==> config.mk <==
export PLATFORM = sky130hd
export DESIGN_NAME = cpu_irq_unit
export DESIGN_NICKNAME = d
export VERILOG_FILES = /design/src/rtl/irq_pkg.sv /design/src/rtl/irq_sync.sv /design/src/rtl/irq_regs.sv /design/src/rtl/irq_prio.sv /design/src/rtl/cpu_irq_unit.sv
export SDC_FILE = /design/constraint.sdc
export NUM_CORES = 1
export LEC_CHECK = 0
export BUFFER_PORTS_ARGS = -buffer_cell sky130_fd_sc_hd__buf_2
export CELL_PAD_IN_SITES_DETAIL_PLACEMENT = 1
export CELL_PAD_IN_SITES_GLOBAL_PLACEMENT = 1
export CORE_UTILIZATION = 27
export DETAILED_ROUTE_END_ITERATION = 10
export HOLD_SLACK_MARGIN = 0.02
export PLACE_DENSITY = 0.79
export SYNTH_ARGS = -nofsm -noshare
export SYNTH_HDL_FRONTEND = slang
export SYNTH_SLANG_ARGS = --single-unit
==> constraint.sdc <==
create_clock -name clk -period 1.3 [get_ports clk]
set_input_delay 0.39 -clock clk [delete_from_list [all_inputs] [get_ports clk]]
set_output_delay 0.39 -clock clk [all_outputs]
set_load 0.01 [all_outputs]
==> src/rtl/irq_pkg.sv <==
// Package: shared constants and types of the CPU interrupt unit.
// Assumes a fixed layout: pending and enable fields start at bit 8 of their words.
package irq_pkg;
    localparam int IRQ_LINES  = 8;
    localparam int SW_LINES   = 2;
    localparam int FIELD_LSB  = 8;
    localparam int GIE_BIT    = 0;
    localparam int WORD_W     = 32;

    typedef enum logic {
        SEL_STATUS = 1'b0,
        SEL_CAUSE  = 1'b1
    } word_sel_e;
endpackage

==> src/rtl/irq_sync.sv <==
// Module: multi-stage level synchronizer, one chain per bit.
// Assumes the inputs are levels that stay put for longer than STAGES clocks.
module irq_sync #(
    parameter int WIDTH  = 6,
    parameter int STAGES = 2
) (
    input  logic             clk,
    input  logic             rst_n,
    input  logic [WIDTH-1:0] async_in,
    output logic [WIDTH-1:0] sync_out
);
    logic [WIDTH-1:0] stage_q [STAGES];

    genvar s;
    generate
        for (s = 0; s < STAGES; s++) begin : g_stage
            if (s == 0) begin : g_first
                // Capture the raw asynchronous level.
                always_ff @(posedge clk) begin
                    if (!rst_n) stage_q[0] <= '0;
                    else        stage_q[0] <= async_in;
                end
            end else begin : g_next
                // Move the level one stage further down the chain.
                always_ff @(posedge clk) begin
                    if (!rst_n) stage_q[s] <= '0;
                    else        stage_q[s] <= stage_q[s-1];
                end
            end
        end
    endgenerate

    assign sync_out = stage_q[STAGES-1];
endmodule

==> src/rtl/irq_regs.sv <==
// Module: status and cause words of the interrupt unit.
// Holds the enable mask, the global enable and the software pending bits.
// Assumes the hardware levels arrive already synchronized.
module irq_regs
    import irq_pkg::*;
#(
    parameter int LINES  = IRQ_LINES,
    parameter int SWL    = SW_LINES,
    parameter int DATA_W = WORD_W,
    parameter int LSB    = FIELD_LSB
) (
    input  logic                   clk,
    input  logic                   rst_n,
    input  logic                   wr_en,
    input  logic                   sel,
    input  logic [DATA_W-1:0]      wdata,
    input  logic [LINES-SWL-1:0]   hw_level,
    output logic [LINES-1:0]       line_en,
    output logic                   gie,
    output logic [LINES-1:0]       line_pend,
    output logic [DATA_W-1:0]      rdata
);
    logic [LINES-1:0]  en_q;
    logic              gie_q;
    logic [SWL-1:0]    sw_q;
    logic [DATA_W-1:0] status_word;
    logic [DATA_W-1:0] cause_word;

    // Load the mask and global enable on a status write.
    always_ff @(posedge clk) begin
        if (!rst_n) begin
            en_q  <= '0;
            gie_q <= 1'b0;
        end else if (wr_en && sel == SEL_STATUS) begin
            en_q  <= wdata[LSB +: LINES];
            gie_q <= wdata[GIE_BIT];
        end
    end

    // Load the software pending bits on a cause write.
    always_ff @(posedge clk) begin
        if (!rst_n)                           sw_q <= '0;
        else if (wr_en && sel == SEL_CAUSE)   sw_q <= wdata[LSB +: SWL];
    end

    assign line_pend = {hw_level, sw_q};
    assign line_en   = en_q;
    assign gie       = gie_q;

    // Assemble both words with zeros in the undefined positions.
    always_comb begin
        status_word = '0;
        status_word[LSB +: LINES] = en_q;
        status_word[GIE_BIT]      = gie_q;
        cause_word = '0;
        cause_word[LSB +: LINES]  = line_pend;
    end

    // Return the selected word.
    assign rdata = (sel == SEL_CAUSE) ? cause_word : status_word;
endmodule

==> src/rtl/irq_prio.sv <==
// Module: priority encoder that picks the highest set bit.
// Assumes index 0 is reported when nothing is set.
module irq_prio #(
    parameter int LINES = 8,
    localparam int IDX_W = $clog2(LINES)
) (
    input  logic [LINES-1:0] active,
    output logic [IDX_W-1:0] idx,
    output logic             any
);
    // Scan upward so that the last hit, the highest line, wins.
    always_comb begin
        idx = '0;
        for (int i = 0; i < LINES; i++) begin
            if (active[i]) idx = IDX_W'(i);
        end
    end

    assign any = |active;
endmodule

==> src/rtl/cpu_irq_unit.sv <==
// Module: CPU interrupt pending and mask unit (top).
// Merges the timer into the highest external line, synchronizes the external
// levels, masks the pending field, and reports the highest active line.
// Assumes a single core and a synchronous active-low reset.
module cpu_irq_unit
    import irq_pkg::*;
#(
    parameter int HAS_TIMER   = 1,
    parameter int SYNC_STAGES = 2,
    localparam int HW_LINES   = IRQ_LINES - SW_LINES,
    localparam int IDX_W      = $clog2(IRQ_LINES)
) (
    input  logic                 clk,
    input  logic                 rst_n,
    input  logic                 reg_wr_en,
    input  logic                 reg_sel,
    input  logic [WORD_W-1:0]    reg_wdata,
    output logic [WORD_W-1:0]    reg_rdata,
    input  logic [HW_LINES-1:0]  ext_irq_in,
    input  logic                 timer_irq_in,
    input  logic                 dispatch_req,
    output logic                 irq_req_o,
    output logic                 irq_valid_o,
    output logic [IDX_W-1:0]     irq_id_o,
    output logic                 spurious_o
);
    localparam logic TIMER_GATE = (HAS_TIMER != 0);

    logic [HW_LINES-1:0]  hw_raw;
    logic [HW_LINES-1:0]  hw_sync;
    logic [IRQ_LINES-1:0] line_en;
    logic [IRQ_LINES-1:0] line_pend;
    logic [IRQ_LINES-1:0] line_act;
    logic                 gie;
    logic                 spur_q;

    // Merge the timer request into the top external line.
    assign hw_raw = ext_irq_in
                  | (HW_LINES'(timer_irq_in & TIMER_GATE) << (HW_LINES - 1));

    irq_sync #(.WIDTH(HW_LINES), .STAGES(SYNC_STAGES)) u_sync (
        .clk      (clk),
        .rst_n    (rst_n),
        .async_in (hw_raw),
        .sync_out (hw_sync)
    );

    irq_regs #(.LINES(IRQ_LINES), .SWL(SW_LINES), .DATA_W(WORD_W), .LSB(FIELD_LSB)) u_regs (
        .clk       (clk),
        .rst_n     (rst_n),
        .wr_en     (reg_wr_en),
        .sel       (reg_sel),
        .wdata     (reg_wdata),
        .hw_level  (hw_sync),
        .line_en   (line_en),
        .gie       (gie),
        .line_pend (line_pend),
        .rdata     (reg_rdata)
    );

    assign line_act = line_pend & line_en;

    irq_prio #(.LINES(IRQ_LINES)) u_prio (
        .active (line_act),
        .idx    (irq_id_o),
        .any    (irq_valid_o)
    );

    // Flag a dispatch that finds no active line.
    always_ff @(posedge clk) begin
        if (!rst_n) spur_q <= 1'b0;
        else        spur_q <= dispatch_req && !irq_valid_o;
    end

    assign spurious_o = spur_q;
    assign irq_req_o  = irq_valid_o & gie;
endmodule

# --- Yosys cells after proc, flatten, opt, wreduce, memory -nomap -nowiden ---
# Memory sizes are Yosys's and may differ from the RTL's.
# Cells that the tools add are included.
totals:
  reg_bits: 12
  latchBits: 0
  mem_bits_rw: 12
  rom_bits: 0
  inputBits: 44
  out_inout_bits: 38
  elab_cells: 28
  mem_count: 1
mem_list:
  columns: ["memory", "words", "word_bits", "rd", "rd_ports_with_merged_regs", "wr", "line", "source"]
  rows:
  - ["u_sync.stage_q", 2, 6, 2, 0, 2, "irq_sync.sv:12", "logic [WIDTH-1:0] stage_q [STAGES];"]
classes:
  add_sub_neg: 0
  mul: 0
  div: 0
  n_lt_le_gt_ge: 0
  eq_ne: 0
  shifts: 0
  mux: 12
  bitwise: 6
  reduce_logical: 5
ops:
  columns: ["op", "n"]
  rows:
  - ["16-bit 2-to-1 mux", 1]
  - ["3-bit 2-to-1 mux", 4]
  - ["6-bit 2-to-1 mux", 2]
  - ["8-bit bitwise AND", 1]
  - ["8-bit OR reduction", 1]
  - ["6-bit OR", 1]
  - ["2-bit 2-to-1 mux", 2]
  - ["1-bit logical AND", 3]
  - ["1-bit 2-to-1 mux", 3]
  - ["1-bit OR", 2]
  - ["1-bit bitwise AND", 1]
  - ["1-bit zero test", 1]
  - ["1-bit inverter", 1]

# --- Depth between registers and ports, before layout ---
# An unclocked memory read counts as a cell.
logic_depth:
  ltp_word: 9
  ltp_mapped: 4
  depth_no_buf: 3

# --- Hierarchy ---
# Synthesis repeated with hierarchy kept, for this count alone.
unflattened:
  cells_unflattened: 136
  hier_area_um2: 1283.7
by_module_without_submodules:
  columns: ["mod", "n_inst", "cells_per_inst", "area_per_inst_um2", "seq_area_each_um2"]
  rows:
  - ["irq_regs", 1, 87, 789.5, 220.2]
  - ["irq_sync", 1, 25, 336.6, 240.2]
  - ["cpu_irq_unit", 1, 12, 91.3, 20.0]
  - ["irq_prio", 1, 12, 66.3, 0.0]

# --- Worst setup path after synthesis ---
# OpenSTA, ideal clock, no wires.
synth_path:
  path_kind: "flip-flop to output port"
  startpoint: "register u_regs.en_q[3], in the netlist u_regs.line_en[3]"
  endpoint: "output irq_req_o"
  arrival_time_ps: 924
  t_required_ps: 910
  path_slack_ps: -14
  stages_incl_launch_ff: 4
  n_path_buf: 0
  cell_sequence: "dfxtp_1 > a22oi_1 > nand4_2 > and2_1"
synth_between:
  elab_chain_cells: 3
synth_lines:
  columns: ["element", "line", "source"]
  rows:
  - ["start: declaration", "irq_regs.sv:23", "logic [LINES-1:0] en_q;"]
  - ["start signal: assignment", "irq_regs.sv:35", "en_q <= wdata[LSB +: LINES];"]
  - ["8-bit bitwise AND", "cpu_irq_unit.sv:61", "assign line_act = line_pend & line_en;"]
  - ["8-bit OR reduction", "irq_prio.sv:19", "assign any = |active;"]
  - ["named net irq_valid_o", "cpu_irq_unit.sv:23", "output logic irq_valid_o,"]
  - ["1-bit bitwise AND", "cpu_irq_unit.sv:76", "assign irq_req_o = irq_valid_o & gie;"]
  - ["end: declaration", "cpu_irq_unit.sv:22", "output logic irq_req_o,"]
# The timed path passes the listed nets, and every way through them passes these cells.

==> reports/metrics.yaml <==
outcome:
  outcome: "finished, violations left"
  violations: "setup timing"
global_routing:
  top_usage_layer: "met2"
  grt_pass1_vias: 943
  grt_pass1_wl_um: 4310
  use_met2_pct: 23.1
  grtUsageMet1_pct: 14.9
  track_usage_pct: 13.1
  grt_max_degree: 25
  gr-total-overflow: 0
  antenna_found_initial: 0
  met3_usage_pct: 3.55
layout:
  layout_common_cells: "nand2_1 (26), buf_2 (24), conb_1 (23), buf_6 (18)"
  multi_input_area_sq_um: 619
  finalInstanceArea_sq_mm: 0.00167
  final_nets: 225
  final_common_cell: "nand2_1"
  ff_latch_area_sq_um: 505
  diodes: 0
  area_growth_pct: 43.7
  fin_util_pct: 41.1
  fillers: 478
  drive_gt1_share_pct: 50.0
power:
  p_per_area_mw_per_mm2: 946
  total_power_w: 0.00158
  pwr-share-comb_pct: 17.7
  p_leak_nw: 0.793
  ir_worst_vdd_v: 0.000538
  clkPwrFrac_pct: 31.9
  p_switching_w: 0.000388
  p_int_w: 0.00119
  seq_power_share_pct: 50.4
  p_sw_share_pct: 24.6
yosys:
  ys_ff_latch: 24
  synthCells: 128
  synth.distinct_cells: 20
  ys_seq_area_share_pct: 41.4
  syn_area_sq_mm: 0.00116
  yosysWarningCount: 0
  syn_avg_cell_area_sq_um: 9.06
timing:
  rsz0062_at_grt: "true"
  hold_viol: 0
  fin_ws_ns: -0.350
  fmax_mhz: 606
  slew_viol_final: 0
  skew_ns: 0.00110
  fin_hold_ws_ns: 0.323
  period_share_pct: 127
  setup_viol: 13
  fin_crit_ns: 1.65
cts:
  cts_buffers: 3
  cts-root-buf: "clkbuf_8"
  path_clk_slew_ns: 0.08
  cts_buffer_depth: 2
  clock_sinks: 24
  cts_tree: "done"
  clk_latency_ns: 0.26
  htree_num_levels: 1
setup_path:
  crit_path_end_kind: "output port"
  crit_type: "reg2out"
  crit_path_max_fanout: 2
  cp.required_ns: 0.91
  start_kind: "flip-flop"
  ff2ff_setup_slack_ns: 0.29
  arrival_ns: 1.26
route:
  wire_per_inst_um: 12.3
  via_per_inst: 4.14
  drt_iter0_drc: 32
  drc_errors: 0
  num_vias: 953
  drt_wl_total_um: 2830
  drtAntennaViolNets: 0
  firstDrtPassIters: 3
floorplan:
  start_util_pct: 28.6
  die-area_sq_mm: 0.00456
  die_x_um: 67.5
  row_count: 23
  die_y_um: 67.5
  coreArea_sq_mm: 0.00406
  ios: 82
run:
  maxCapViolations: 0
placed_design:
  portBuffers: 35
  place.gp.congestion: 0.750
  post_dp_cell_area_sq_mm: 0.00140
  dp_hpwl_um: 2050
hold_path:
  hold_class: "in2reg"
metrics by stage:
step	setup slack, ns	TNS, ns	instances
2_1_floorplan	0.00182	0	150
3_3_place_gp	-0.224	-1.98	223
3_5_place_dp	-0.232	-2.32	223
4_1_cts	-0.364	-3.14	229
5_1_grt	-0.427	-3.70	230
6_report	-0.350	-3.03	230
sequential cells by signal (all words and copies together), names as in the netlist:
name / count
u_sync.stage_q: 12
u_regs.line_en: 8
u_regs.sw_q: 2
spurious_o: 1
u_regs.gie: 1
routing by layer:
layer	routed length [um]	up-vias	part of all wire, %
li1	-	475	-
met1	1130	435	40
met2	1460	38	52
met3	205	5	7.2
met4	36	0	1.3
met5	0	-	0
repair_timing:
item	CTS	global route
pin swaps	6	2
setup endpoints to repair	14	14
hold buffers	0	0
hold endpoints to repair	0	0
resized for setup	47	9
buffers inserted	2	2
critical path, stage by stage (launching register included):
cell and delay, ns:
dfxtp_2 0.34, a22oi_2 0.23, nand4_2 0.14, buf_4 0.16
buf_2 0.13
path summary, 6_finish.rpt:
path | endpoint | startpoint | cells past startpoint
setup reg to reg | spurious_o$_SDFF_PN0_ | u_sync.stage_q[1][1]$_SDFF_PN0_ | 4
hold reg to reg | u_sync.stage_q[1][2]$_SDFF_PN0_ | u_sync.stage_q[0][2]$_SDFF_PN0_ | 1
setup / recovery | irq_valid_o | u_sync.stage_q[1][1]$_SDFF_PN0_ | 4
hold / removal | u_sync.stage_q[0][1]$_SDFF_PN0_ | ext_irq_in[1] | 2
cell type report:
class / count / area share, %
Multi-Input combinational cell: 97 / 37.2
Sequential cell: 24 / 30.3
Timing Repair Buffer: 54 / 25.2
Tap cell: 50 / 3.75
Clock buffer: 4 / 3.30
Inverter: 1 / 0.225
cells in the mapped netlist:
master / n / share of area, %
nand3_1: 2 / 0.86
a22oi_2: 2 / 2.2
nand4_2: 1 / 1.1
a21boi_0: 2 / 1.3
o21a_1: 1 / 0.65
buf_4: 26 / 17
o21ai_0: 2 / 0.86
a22oi_1: 2 / 1.3
conb_1: 1 / 0.32
nand2_1: 27 / 8.7
a32oi_1: 2 / 1.5
dfxtp_1: 24 / 41
nor2b_1: 2 / 1.1
clkbuf_1: 2 / 0.65
a21boi_1: 9 / 5.8
and2_1: 12 / 6.5
nor2_1: 1 / 0.32
nand2b_1: 1 / 0.54
mux2_2: 8 / 7.8
inv_1: 1 / 0.32
power by group through the flow:
stage                     Clock, W  Sequential [W]  Combinational (W)
after CTS                 0.000523        0.000799           0.000271
after global placement           0        0.000805           0.000224
final                     0.000503        0.000795           0.000279
after detailed placement         0        0.000808           0.000227
after floorplan                  0        0.000806           0.000175
after global routing      0.000569        0.000799           0.000306
cell families after synthesis:
group / share of synthesized area, %
simple gates: 19.1
buf+inv: 17.8
flops: 41.4
compound gates: 13.6
mux: 7.77
other cells: 0.323
(Power assumes the default switching activity.)
